--- config.mk ---
export PLATFORM = sky130hd
export DESIGN_NAME = mlc_cell
export DESIGN_NICKNAME = d
export VERILOG_FILES = /design/src/rtl/mlc_pkg.sv /design/src/rtl/mlc_mux2.sv /design/src/rtl/mlc_out_sel.sv /design/src/rtl/mlc_seq.sv /design/src/rtl/mlc_cell.sv
export SDC_FILE = /design/constraint.sdc
export NUM_CORES = 1
export LEC_CHECK = 0
export ABC_AREA = 1
export BUFFER_PORTS_ARGS = -buffer_cell sky130_fd_sc_hd__buf_2
export CORE_AREA = 2 2 39 41
export DETAILED_ROUTE_END_ITERATION = 12
export DIE_AREA = 0 0 41 43
export GPL_ROUTABILITY_DRIVEN = 0
export PLACE_DENSITY = 0.78
export SETUP_SLACK_MARGIN = 0.05
export SYNTH_ARGS = -nofsm -noshare
export SYNTH_HDL_FRONTEND = slang
export SYNTH_SLANG_ARGS = --single-unit
export TNS_END_PERCENT = 10
--- constraint.sdc ---
create_clock -name clk -period 0.85 [get_ports clk]
set_clock_uncertainty 0.2 [all_clocks]
set_input_delay 0.17 -clock clk [delete_from_list [all_inputs] [get_ports clk]]
set_output_delay 0.17 -clock clk [all_outputs]
set_load 0.005 [all_outputs]
--- src/rtl/mlc_pkg.sv ---
package mlc_pkg;

  typedef enum logic {
    OUT_COMB = 1'b0,
    OUT_REG  = 1'b1
  } out_mode_e;

  // 2:1 selection, one bit
  function automatic logic pick2(input logic lo, input logic hi, input logic sel);
    return sel ? hi : lo;
  endfunction

  // final-stage select: either output-select input steers to the B path
  function automatic logic final_sel(input logic os0, input logic os1);
    return os0 | os1;
  endfunction

endpackage

--- src/rtl/mlc_mux2.sv ---
module mlc_mux2 (
  input  logic d_lo,
  input  logic d_hi,
  input  logic sel,
  output logic q
);
  import mlc_pkg::*;

  always_comb q = pick2(d_lo, d_hi, sel);

endmodule

--- src/rtl/mlc_out_sel.sv ---
module mlc_out_sel (
  input  logic os0,
  input  logic os1,
  output logic take_b
);
  import mlc_pkg::*;

  always_comb take_b = final_sel(os0, os1);

endmodule

--- src/rtl/mlc_seq.sv ---
module mlc_seq #(
  parameter int LANES = 4
) (
  input  logic             clk,
  input  logic             rst,
  input  logic [LANES-1:0] d,
  output logic [LANES-1:0] q
);

  always_ff @(posedge clk) begin
    if (rst) q <= '0;
    else     q <= d;
  end

  // a reset edge leaves the register cleared
  a_r6_reset_clears: assert property (@(posedge clk) rst |=> (q == '0))
    else $error("register not cleared after reset");

  // the register holds what was presented at the previous edge
  a_r5_captures_prev: assert property (@(posedge clk) disable iff (rst)
    1'b1 |=> (q == $past(d)))
    else $error("register did not capture its input");

endmodule

--- src/rtl/mlc_cell.sv ---
module mlc_cell #(
  parameter int LANES = 4
) (
  input  logic             clk,
  input  logic             rst,
  input  logic             cfg_reg,
  input  logic [LANES-1:0] a0,
  input  logic [LANES-1:0] a1,
  input  logic [LANES-1:0] b0,
  input  logic [LANES-1:0] b1,
  input  logic [LANES-1:0] sa,
  input  logic [LANES-1:0] sb,
  input  logic [LANES-1:0] s0,
  input  logic [LANES-1:0] s1,
  output logic [LANES-1:0] y
);
  import mlc_pkg::*;

  // internal events brought out as named wires
  logic [LANES-1:0] path_a;
  logic [LANES-1:0] path_b;
  logic [LANES-1:0] take_b;
  logic [LANES-1:0] comb_out;
  logic [LANES-1:0] reg_out;
  out_mode_e        mode;

  always_comb mode = out_mode_e'(cfg_reg);

  for (genvar i = 0; i < LANES; i++) begin : g_lane
    mlc_mux2 u_mux_a (
      .d_lo (a0[i]),
      .d_hi (a1[i]),
      .sel  (sa[i]),
      .q    (path_a[i])
    );

    mlc_mux2 u_mux_b (
      .d_lo (b0[i]),
      .d_hi (b1[i]),
      .sel  (sb[i]),
      .q    (path_b[i])
    );

    mlc_out_sel u_osel (
      .os0    (s0[i]),
      .os1    (s1[i]),
      .take_b (take_b[i])
    );

    mlc_mux2 u_mux_f (
      .d_lo (path_a[i]),
      .d_hi (path_b[i]),
      .sel  (take_b[i]),
      .q    (comb_out[i])
    );
  end

  mlc_seq #(.LANES(LANES)) u_seq (
    .clk (clk),
    .rst (rst),
    .d   (comb_out),
    .q   (reg_out)
  );

  always_comb y = (mode == OUT_REG) ? reg_out : comb_out;

  // lanes with sa low pass a0 on the A path, lanes with sa high pass a1
  a_r1_path_a: assert property (@(posedge clk) disable iff (rst)
    (((~sa & (path_a ^ a0)) | (sa & (path_a ^ a1))) == '0))
    else $error("A path mismatch");

  // the same for the B path under sb
  a_r2_path_b: assert property (@(posedge clk) disable iff (rst)
    (((~sb & (path_b ^ b0)) | (sb & (path_b ^ b1))) == '0))
    else $error("B path mismatch");

  // both output selects low -> A path, otherwise B path
  a_r3_final_select: assert property (@(posedge clk) disable iff (rst)
    ((((~s0 & ~s1) & (comb_out ^ path_a)) | ((s0 | s1) & (comb_out ^ path_b))) == '0))
    else $error("final select mismatch");

  // combinational mode shows the cell result directly
  a_r4_comb_mode: assert property (@(posedge clk) disable iff (rst)
    !cfg_reg |-> (y == comb_out))
    else $error("combinational output mismatch");

  // registered mode shows the value from the previous edge
  a_r5_reg_mode: assert property (@(posedge clk) disable iff (rst)
    cfg_reg |=> (!cfg_reg || (y == $past(comb_out))))
    else $error("registered output mismatch");

endmodule

# [Word-level counts from Yosys, hierarchy flattened]
# Cells that the tools add are included.
[word_totals] ff_bits=4 word_cells=18 in_bits=35
[op_classes] n_mux=13 bitwise_logic=4
[op_table] cell="$mux W1" count=12
[op_table] cell="$mux W4" count=1
[op_table] cell="$or A1 B1 Y1" count=4

# [Logic depth before layout (Yosys ltp)]
# Gate-level depths: netlist of run 1.
[depth] depth_word=3 ltp_mapped=7 ltp_nobuf=7

# [Cells and area by module]
# A second synthesis of run 1 with hierarchy kept.
[unflattened] hier_cells=85 area_unflattened_um2=384.1
[by_module_without_submodules] module="mlc_mux2" seq_area_each_um2=0.0 cells_each=4 area_each_um2=15.0 n_inst=12
[by_module_without_submodules] module="mlc_seq" seq_area_each_um2=80.1 cells_each=12 area_each_um2=110.1 n_inst=1
[by_module_without_submodules] module="mlc_cell" seq_area_each_um2=0.0 cells_each=13 area_each_um2=48.8 n_inst=1
[by_module_without_submodules] module="mlc_out_sel" seq_area_each_um2=0.0 cells_each=3 area_each_um2=11.3 n_inst=4

# [Worst setup path after synthesis of run 1]
# No wires, ideal clock.
[synth_path] path_kind="input -> output" startpoint="input port s1[0]" endpoint="output port y[0]" arrival_ns=0.523 setup_slack_ns=-0.043 path_buffers=0 cell_stages=5 required_time_ns=0.480 cell_sequence="nor2_2 nand3_1 nand2_1 nand2_1 nand2_1"
[synth_between] elab_chain_len=3
[synth_rtl] element="start, declared" line="mlc_cell.sv:14" rtl="input logic [LANES-1:0] s1,"
[synth_rtl] element="$or A1 B1 Y1" line="mlc_pkg.sv:15" rtl="return os0 | os1;"
[synth_rtl] element="$mux W1" line="mlc_pkg.sv:10" rtl="return sel ? hi : lo;"
[synth_rtl] element="$mux W4" line="mlc_cell.sv:65" rtl="always_comb y = (mode == OUT_REG) ? reg_out : comb_out;"
[synth_rtl] element="end, declared" line="mlc_cell.sv:15" rtl="output logic [LANES-1:0] y"
# Every way passes these cells.

# [Worst setup path in the final report of run 1]
[layout_path] startpoint="input port s1[3]" endpoint="output port y[3]"
# The elaborated chain is that of the path after synthesis.

==> results.tsv, run 1 <==
stage	metric	value	unit
status	run status	complete, but fails checks	
status	failing checks	negative hold slack, negative setup slack	
clocking	clock root buffer	clkbuf_4	
yosys	#FFs+latches synth	4	
critical_path	Critical Path, Cell by Cell	buf_6, nor2_4, inv_2, nand2_2, nand2_1, nand2_1, nand2_1, buf_2	
worst_hold_path	hold worst-path end	u_seq.q[3]$_SDFF_PP0_	
yosys	Async S/R FF share, synth	0	%
yosys	Yosys cell types	6	
detailed_routing	routed wl met3	62	microns
die	Core ar.	1380	sq um
yosys	warning count from the yosys run	0	
yosys	Post-Syn Area	374	sq um
cells_and_area	Largest Register	u_seq.q	
die	die area	1760	sq um
cells_and_area	number of flip-flops in the largest register	4	
sta	Max-slew headroom	92.6	%
detailed_routing	post-route ant nets	0	
yosys	dominant synthesized flop cell	dfxtp_1	
critical_path	CP dominant cell by count	nand2_1	
critical_path	crit-path max cell delay	120	ps
worst_hold_path	Hold Path Class	in2reg	
yosys	Yosys top cell by area	nand2_1	
critical_path	kind of critical path	in2out	
die	# IOs	39	
critical_path	Worst Path Buf+Inv	3	
detailed_routing	WL met2	675	microns
sta	Setup violations, final	6	
sta	setup ws final	-267	ps
critical_path	CP delay by family, top	simple AND/OR/NAND/NOR gates	
die	Std-Cell Rows	14	
die	Die Span Y	43	microns
clocking	TritonCTS Buffers	3	
sta	fin. max-slew vios	0	
detailed_routing	routed length per instance	8.26	microns
detailed_routing	Post-Route WL	1180	microns
yosys	Synth top cells by count	nand2_1 (40), inv_1 (21)	
run	max_cap viols	0	
pwr	Max VDD drop	0.000358	V
worst_hold_path	hold path cells	2	
pwr	leakage power	0.499	nW
cells_and_area	final instance area	798	sq um
yosys	top cells by area, synth	nand2_1 (40%), dfxtp_1 (21%), inv_1 (21%), nor2_2 (6.7%), a21oi_1 (5.4%)	
sta	highest clock rate	895	MHz
global_route	vias in the first global route	528	
pwr	pwr dens	976	nW/um^2
die	initial core utilization	27.0	%
critical_path	CP startpoint kind	primary input	
detailed_routing	routed length on met1	406	microns
sta	RSZ-0062 raised after global routing	true	
critical_path	CP Max Fanout	2	
cells_and_area	largest registers	u_seq.q x4	
die	chip width	41	microns
detailed_routing	vias per cell	4.10	
critical_path	required time worst endpoint	480	ps
detailed_routing	Top Metal Used	met4	
global_route	total gr overflow	0	
yosys	Post-Synthesis Cells	77	
yosys	syn_area_per_cell	4.86	sq um
global_route	pin count of the biggest net entering global routing	6	
sta	Final Hold Vio Count	4	
place	hpwl dp	853	microns
yosys	Post-synth EDFFs	0	
clocking	CTS tree	yes	
clocking	clock slew at reported path FFs	40	ps
cells_and_area	ANT cells	0	
global_route	initial antenna violation count	0	
cells_and_area	final net count	164	
detailed_routing	Pre-antenna DRT Iters	2	
worst_hold_path	worst hold start	rst	
global_route	gr usage total	15.6	%
clocking	Sink Count	4	
yosys	most common cell in the synthesized netlist	nand2_1	
cells_and_area	Post-Route Utilization	57.7	%
place	area after detailed placement	619	sq um
sta	worst hold slack	-42.2	ps
sta	minimum clock period after layout	1120	ps
yosys	share of the synthesized area in the top cell type	40.1	%
cells_and_area	layout cell share with drive strength beyond 1	59.8	%
sta	post-route clock period utilization	131	%
critical_path	Slowest-stage cell, CP	nor2_4	
yosys	Seq/Total Area, Yosys	21.4	%
place	Port-buffer cells	38	
sta	slew of the pin with the lowest slew margin	111	ps
clocking	H-Tree Depth	1	
yosys	Post-Syn Nets	112	
pwr	Tot Pwr	0.000779	W
detailed_routing	DRC violations left	0	
detailed_routing	Initial DRC Count	2	
detailed_routing	total number of vias	587	
global_route	first-pass GRT wire length	1790	microns
cells_and_area	Area Overhead vs Synth	113	%
clocking	Clock Path Buffers	2	
critical_path	Crit path arrival time	750	ps
critical_path	Crit. End Element	output pin	
-- power breakdown --
group          leakage (nW)  total [W]  switching [W]  internal, W
combinational         0.452   0.000329       0.000141     0.000189
clock                0.0138   0.000243      0.0000849     0.000158
sequential           0.0332   0.000206     0.00000312     0.000203
total                 0.499   0.000779       0.000229     0.000550
-- cell usage in the layout (no fill, tap or decap) --
| cell | instances |
|---|---|
| a21oi_1 | 2 |
| a21oi_2 | 2 |
| buf_2 | 29 |
| buf_4 | 9 |
| buf_6 | 9 |
| clkbuf_4 | 3 |
| dfxtp_1 | 4 |
| inv_1 | 14 |
| inv_2 | 7 |
| nand2_1 | 30 |
| nand2_2 | 10 |
| nand3_1 | 1 |
| nand3_2 | 3 |
| nor2_4 | 4 |
-- layout make-up --
class | count | area, sq um
Clock buffer | 3 | 22.5
Fill cell | 137 | 586
Sequential cell | 4 | 80.1
Tap cell | 16 | 20.0
Multi-Input combinational cell | 52 | 283
Timing Repair Buffer | 47 | 314
Inverter | 21 | 78.8
-- layer usage --
layer	GRT usage, %	vias up
li1	-	318
met1	12.2	240
met2	30.0	25
met3	0	4
met4	14.0	0
met5	0	-
-- how the worst max path moves through the flow --
stage,start,endpoint,slack (ps),cells past startpoint
floorplan,s1[0],y[0],-20,6
finish,s1[3],y[3],-270,8
global route,sb[2],y[2],-330,9
detailed placement,s1[1],y[1],-300,8
global placement,s1[2],y[2],-280,8
CTS,s0[3],y[3],-270,8
-- logic make-up (layout without fill, tap and decap cells) --
family | Yosys count | count (layout) | synth area share, %
simple gates | 48 | 48 | 52.2
buf+inv | 21 | 71 | 21.1
compound gates | 4 | 4 | 5.35
flops | 4 | 4 | 21.4
-- stage by stage --
stage	setup TNS [ps]	std cells	hold slack, ps	setup slack, ps
final	-1520	143	-42.2	-267
after CTS	-1490	143	-59.5	-271
after global routing	-1860	143	-37.1	-328
after global placement	-1330	133	187	-281
after detailed placement	-1470	133	187	-296
after floorplan	-68.6	77	39.1	-17.1
-- repair_timing --
action                                 4_1_cts  5_1_grt
pin swaps                                   18        9
gates cloned                                 0        0
setup endpoints to repair                    4        6
gates resized for setup                     11       16
setup buffers                                7        0
endpoints found under the hold margin        4        4
Note: power is estimated with default switching activity, not from simulation.
==> run 2, diff against run 1 <==
--- a/config.mk
+++ b/config.mk
@@ -6,7 +6,7 @@
 export NUM_CORES = 1
 export LEC_CHECK = 0
 export ABC_AREA = 1
-export BUFFER_PORTS_ARGS = -buffer_cell sky130_fd_sc_hd__buf_2
+export BUFFER_PORTS_ARGS = -buffer_cell sky130_fd_sc_hd__buf_4
 export CORE_AREA = 2 2 39 41
 export DETAILED_ROUTE_END_ITERATION = 12
 export DIE_AREA = 0 0 41 43
==> run 2 against run 1 <==
The run still ends with negative hold slack, negative setup slack left. Setup slack worse by 39 ps. Die area unchanged. Largest cell class unchanged. Highest routed layer unchanged. Via count rose by 9.2%. Worst hold slack worse by 30 ps. Global-route usage is 3.4 points higher.
==> results.tsv, run 2 (same netlist as run 1, synthesis figures left out) <==
stage	metric	value	unit	change
run	max_cap viols	0		unchanged
die	Core ar.	1380	sq um	unchanged
sta	worst hold slack	-72.2	ps	-30.0 ps
cells_and_area	commonest non-fill, non-tap cell in the layout	buf_4		
detailed_routing	total number of vias	641		+9.2%
detailed_routing	Pre-antenna DRT Iters	4		+2
pwr	pwr dens	951	nW/um^2	-2.5%
global_route	initial antenna violation count	0		unchanged
sta	RSZ-0062 raised after global routing	true		
cells_and_area	commonest non-fill, non-tap cells in the layout	buf_4 (46), nand2_1 (34), inv_1 (16)		
cells_and_area	ANT cells	0		unchanged
critical_path	CP startpoint kind	primary input		
critical_path	required time worst endpoint	480	ps	about the same
global_route	gr usage total	19.0	%	+3.4 points
worst_hold_path	hold path cells	2		unchanged
global_route	total gr overflow	0		unchanged
critical_path	Crit. End Element	output pin		
detailed_routing	Initial DRC Count	6		+4
global_route	first-pass GRT wire length	2260	microns	+27%
detailed_routing	vias per cell	4.30		+4.8%
critical_path	CP Max Fanout	2		unchanged
global_route	vias in the first global route	607		+15%
clocking	CTS tree	yes		
die	initial core utilization	27.0	%	unchanged
cells_and_area	# fillers	123		-10%
pwr	Tot Pwr	0.000849	W	+9.1%
cells_and_area	number of flip-flops in the largest register	4		unchanged
cells_and_area	layout cell share with drive strength beyond 1	56.4	%	-3.5 points
sta	slew of the pin with the lowest slew margin	152	ps	+41.0 ps
cells_and_area	largest registers	u_seq.q x4		
status	failing checks	negative hold slack, negative setup slack		
detailed_routing	post-route ant nets	0		unchanged
pwr	leakage power	0.545	nW	+9.3%
clocking	clock slew at reported path FFs	30	ps	about the same
die	Die Span Y	43	microns	unchanged
cells_and_area	Largest Register	u_seq.q		
sta	highest clock rate	865	MHz	-3.4%
clocking	Clock Path Buffers	2		unchanged
place	hpwl dp	944	microns	+11%
sta	fin. max-slew vios	0		unchanged
critical_path	Crit path arrival time	790	ps	+40 ps
place	Port-buffer cells	38		unchanged
sta	minimum clock period after layout	1160	ps	+39.3 ps
pwr	Logic pwr share	47.1	%	+4.8 points
critical_path	kind of critical path	in2out		
die	# IOs	39		unchanged
cells_and_area	final net count	170		+3.7%
detailed_routing	routed length per instance	9.29	microns	+12%
clocking	Sink Count	4		unchanged
sta	Setup violations, final	7		+1
detailed_routing	Post-Route WL	1380	microns	+17%
pwr	Switching Fraction	27.9	%	-1.5 points
status	run status	complete, but fails checks		
clocking	H-Tree Depth	1		unchanged
sta	Max-slew headroom	89.9	%	-2.7 points
detailed_routing	DRC violations left	0		unchanged
die	chip width	41	microns	unchanged
pwr	Flop pwr share	24.3	%	-2.2 points
die	Std-Cell Rows	14		unchanged
cells_and_area	Area Overhead vs Synth	139	%	
die	die area	1760	sq um	unchanged
clocking	clock root buffer	clkbuf_4		
global_route	pin count of the biggest net entering global routing	6		unchanged
sta	Final Hold Vio Count	4		unchanged
sta	setup ws final	-306	ps	-39.3 ps
pwr	internal power	0.000612	W	+11%
worst_hold_path	Hold Path Class	in2reg		
pwr	Max VDD drop	0.000541	V	+51%
clocking	TritonCTS Buffers	3		unchanged
pwr	NetSw	0.000237	W	+3.6%
sta	post-route clock period utilization	136	%	+4.6 points
place	pre-CTS WS	-300	ps	-4.31 ps
pwr	Clk pwr share	28.6	%	-2.6 points
## run 2: changes by cell type in the layout (fill, tap and decap cells not counted)
cell	change
buf_2	-29
buf_4	+37
buf_6	-2
inv_1	+2
inv_2	-2
nand2_1	+4
nand2_2	-4
nand3_1	+1
nand3_2	-1
## run 2: layout make-up
cell class	instances	area, sq um	area share [%]
timing repair buffer	53	424	47.5
multi-input combinational	52	268	30.0
sequential	4	80.1	8.96
inverter	21	78.8	8.82
clock buffer	3	22.5	2.52
tap	16	20.0	2.24
## run 2: path summary, 6_finish.rpt
kind | from | to
worst max-delay path | s0[0] | y[0]
worst min-delay path | rst | u_seq.q[3]$_SDFF_PP0_
## run 2: layer usage
layer	GRT usage [%]	share of wire, %
met1	21.5	33
met2	31.3	57
met3	2.09	6.9
met4	12.0	2.7
met5	0	0
## run 2: through the flow
| step | instance area (sq um) | TNS [ps] | hold WS, ps | util, % | cells |
|---|---|---|---|---|---|
| 3_5_place_dp | 729 | -1560 | 166 | 52.7 | 135 |
| 5_1_grt | 893 | -2270 | -74.5 | 64.6 | 149 |
| 4_1_cts | 862 | -1770 | -81.0 | 62.3 | 149 |
| 3_3_place_gp | 729 | -1520 | 167 | 52.7 | 135 |
| 2_1_floorplan | 394 | -68.6 | 39.1 | - | 77 |
| 6_report | 893 | -1840 | -72.2 | 64.6 | 149 |
## run 2: critical path, stage by stage
cell,delay (ps)
buf_6,100
nor2_4,110
inv_2,40
nand2_2,80
nand2_2,70
nand2_2,60
nand2_2,50
buf_6,110
## run 2: what timing repair did
| item | in CTS | in global routing |
|---|---|---|
| gates cloned | 0 | 0 |
| endpoints found under the setup margin | 4 | 8 |
| gates resized for setup | 7 | 11 |
| endpoints found under the hold margin | 4 | 4 |
| pin swaps | 14 | 7 |
| setup buffers | 11 | 0 |
## run 2: power by group through the flow
| stage | sequential [W] | combinational, W | clock, W |
|---|---|---|---|
| finish | 0.000206 | 0.000400 | 0.000243 |
| global route | 0.000208 | 0.000445 | 0.000266 |
| CTS | 0.000206 | 0.000371 | 0.000249 |
| detailed placement | 0.000209 | 0.000301 | 0 |
| global placement | 0.000209 | 0.000292 | 0 |
| floorplan | 0.000208 | 0.000103 | 0 |
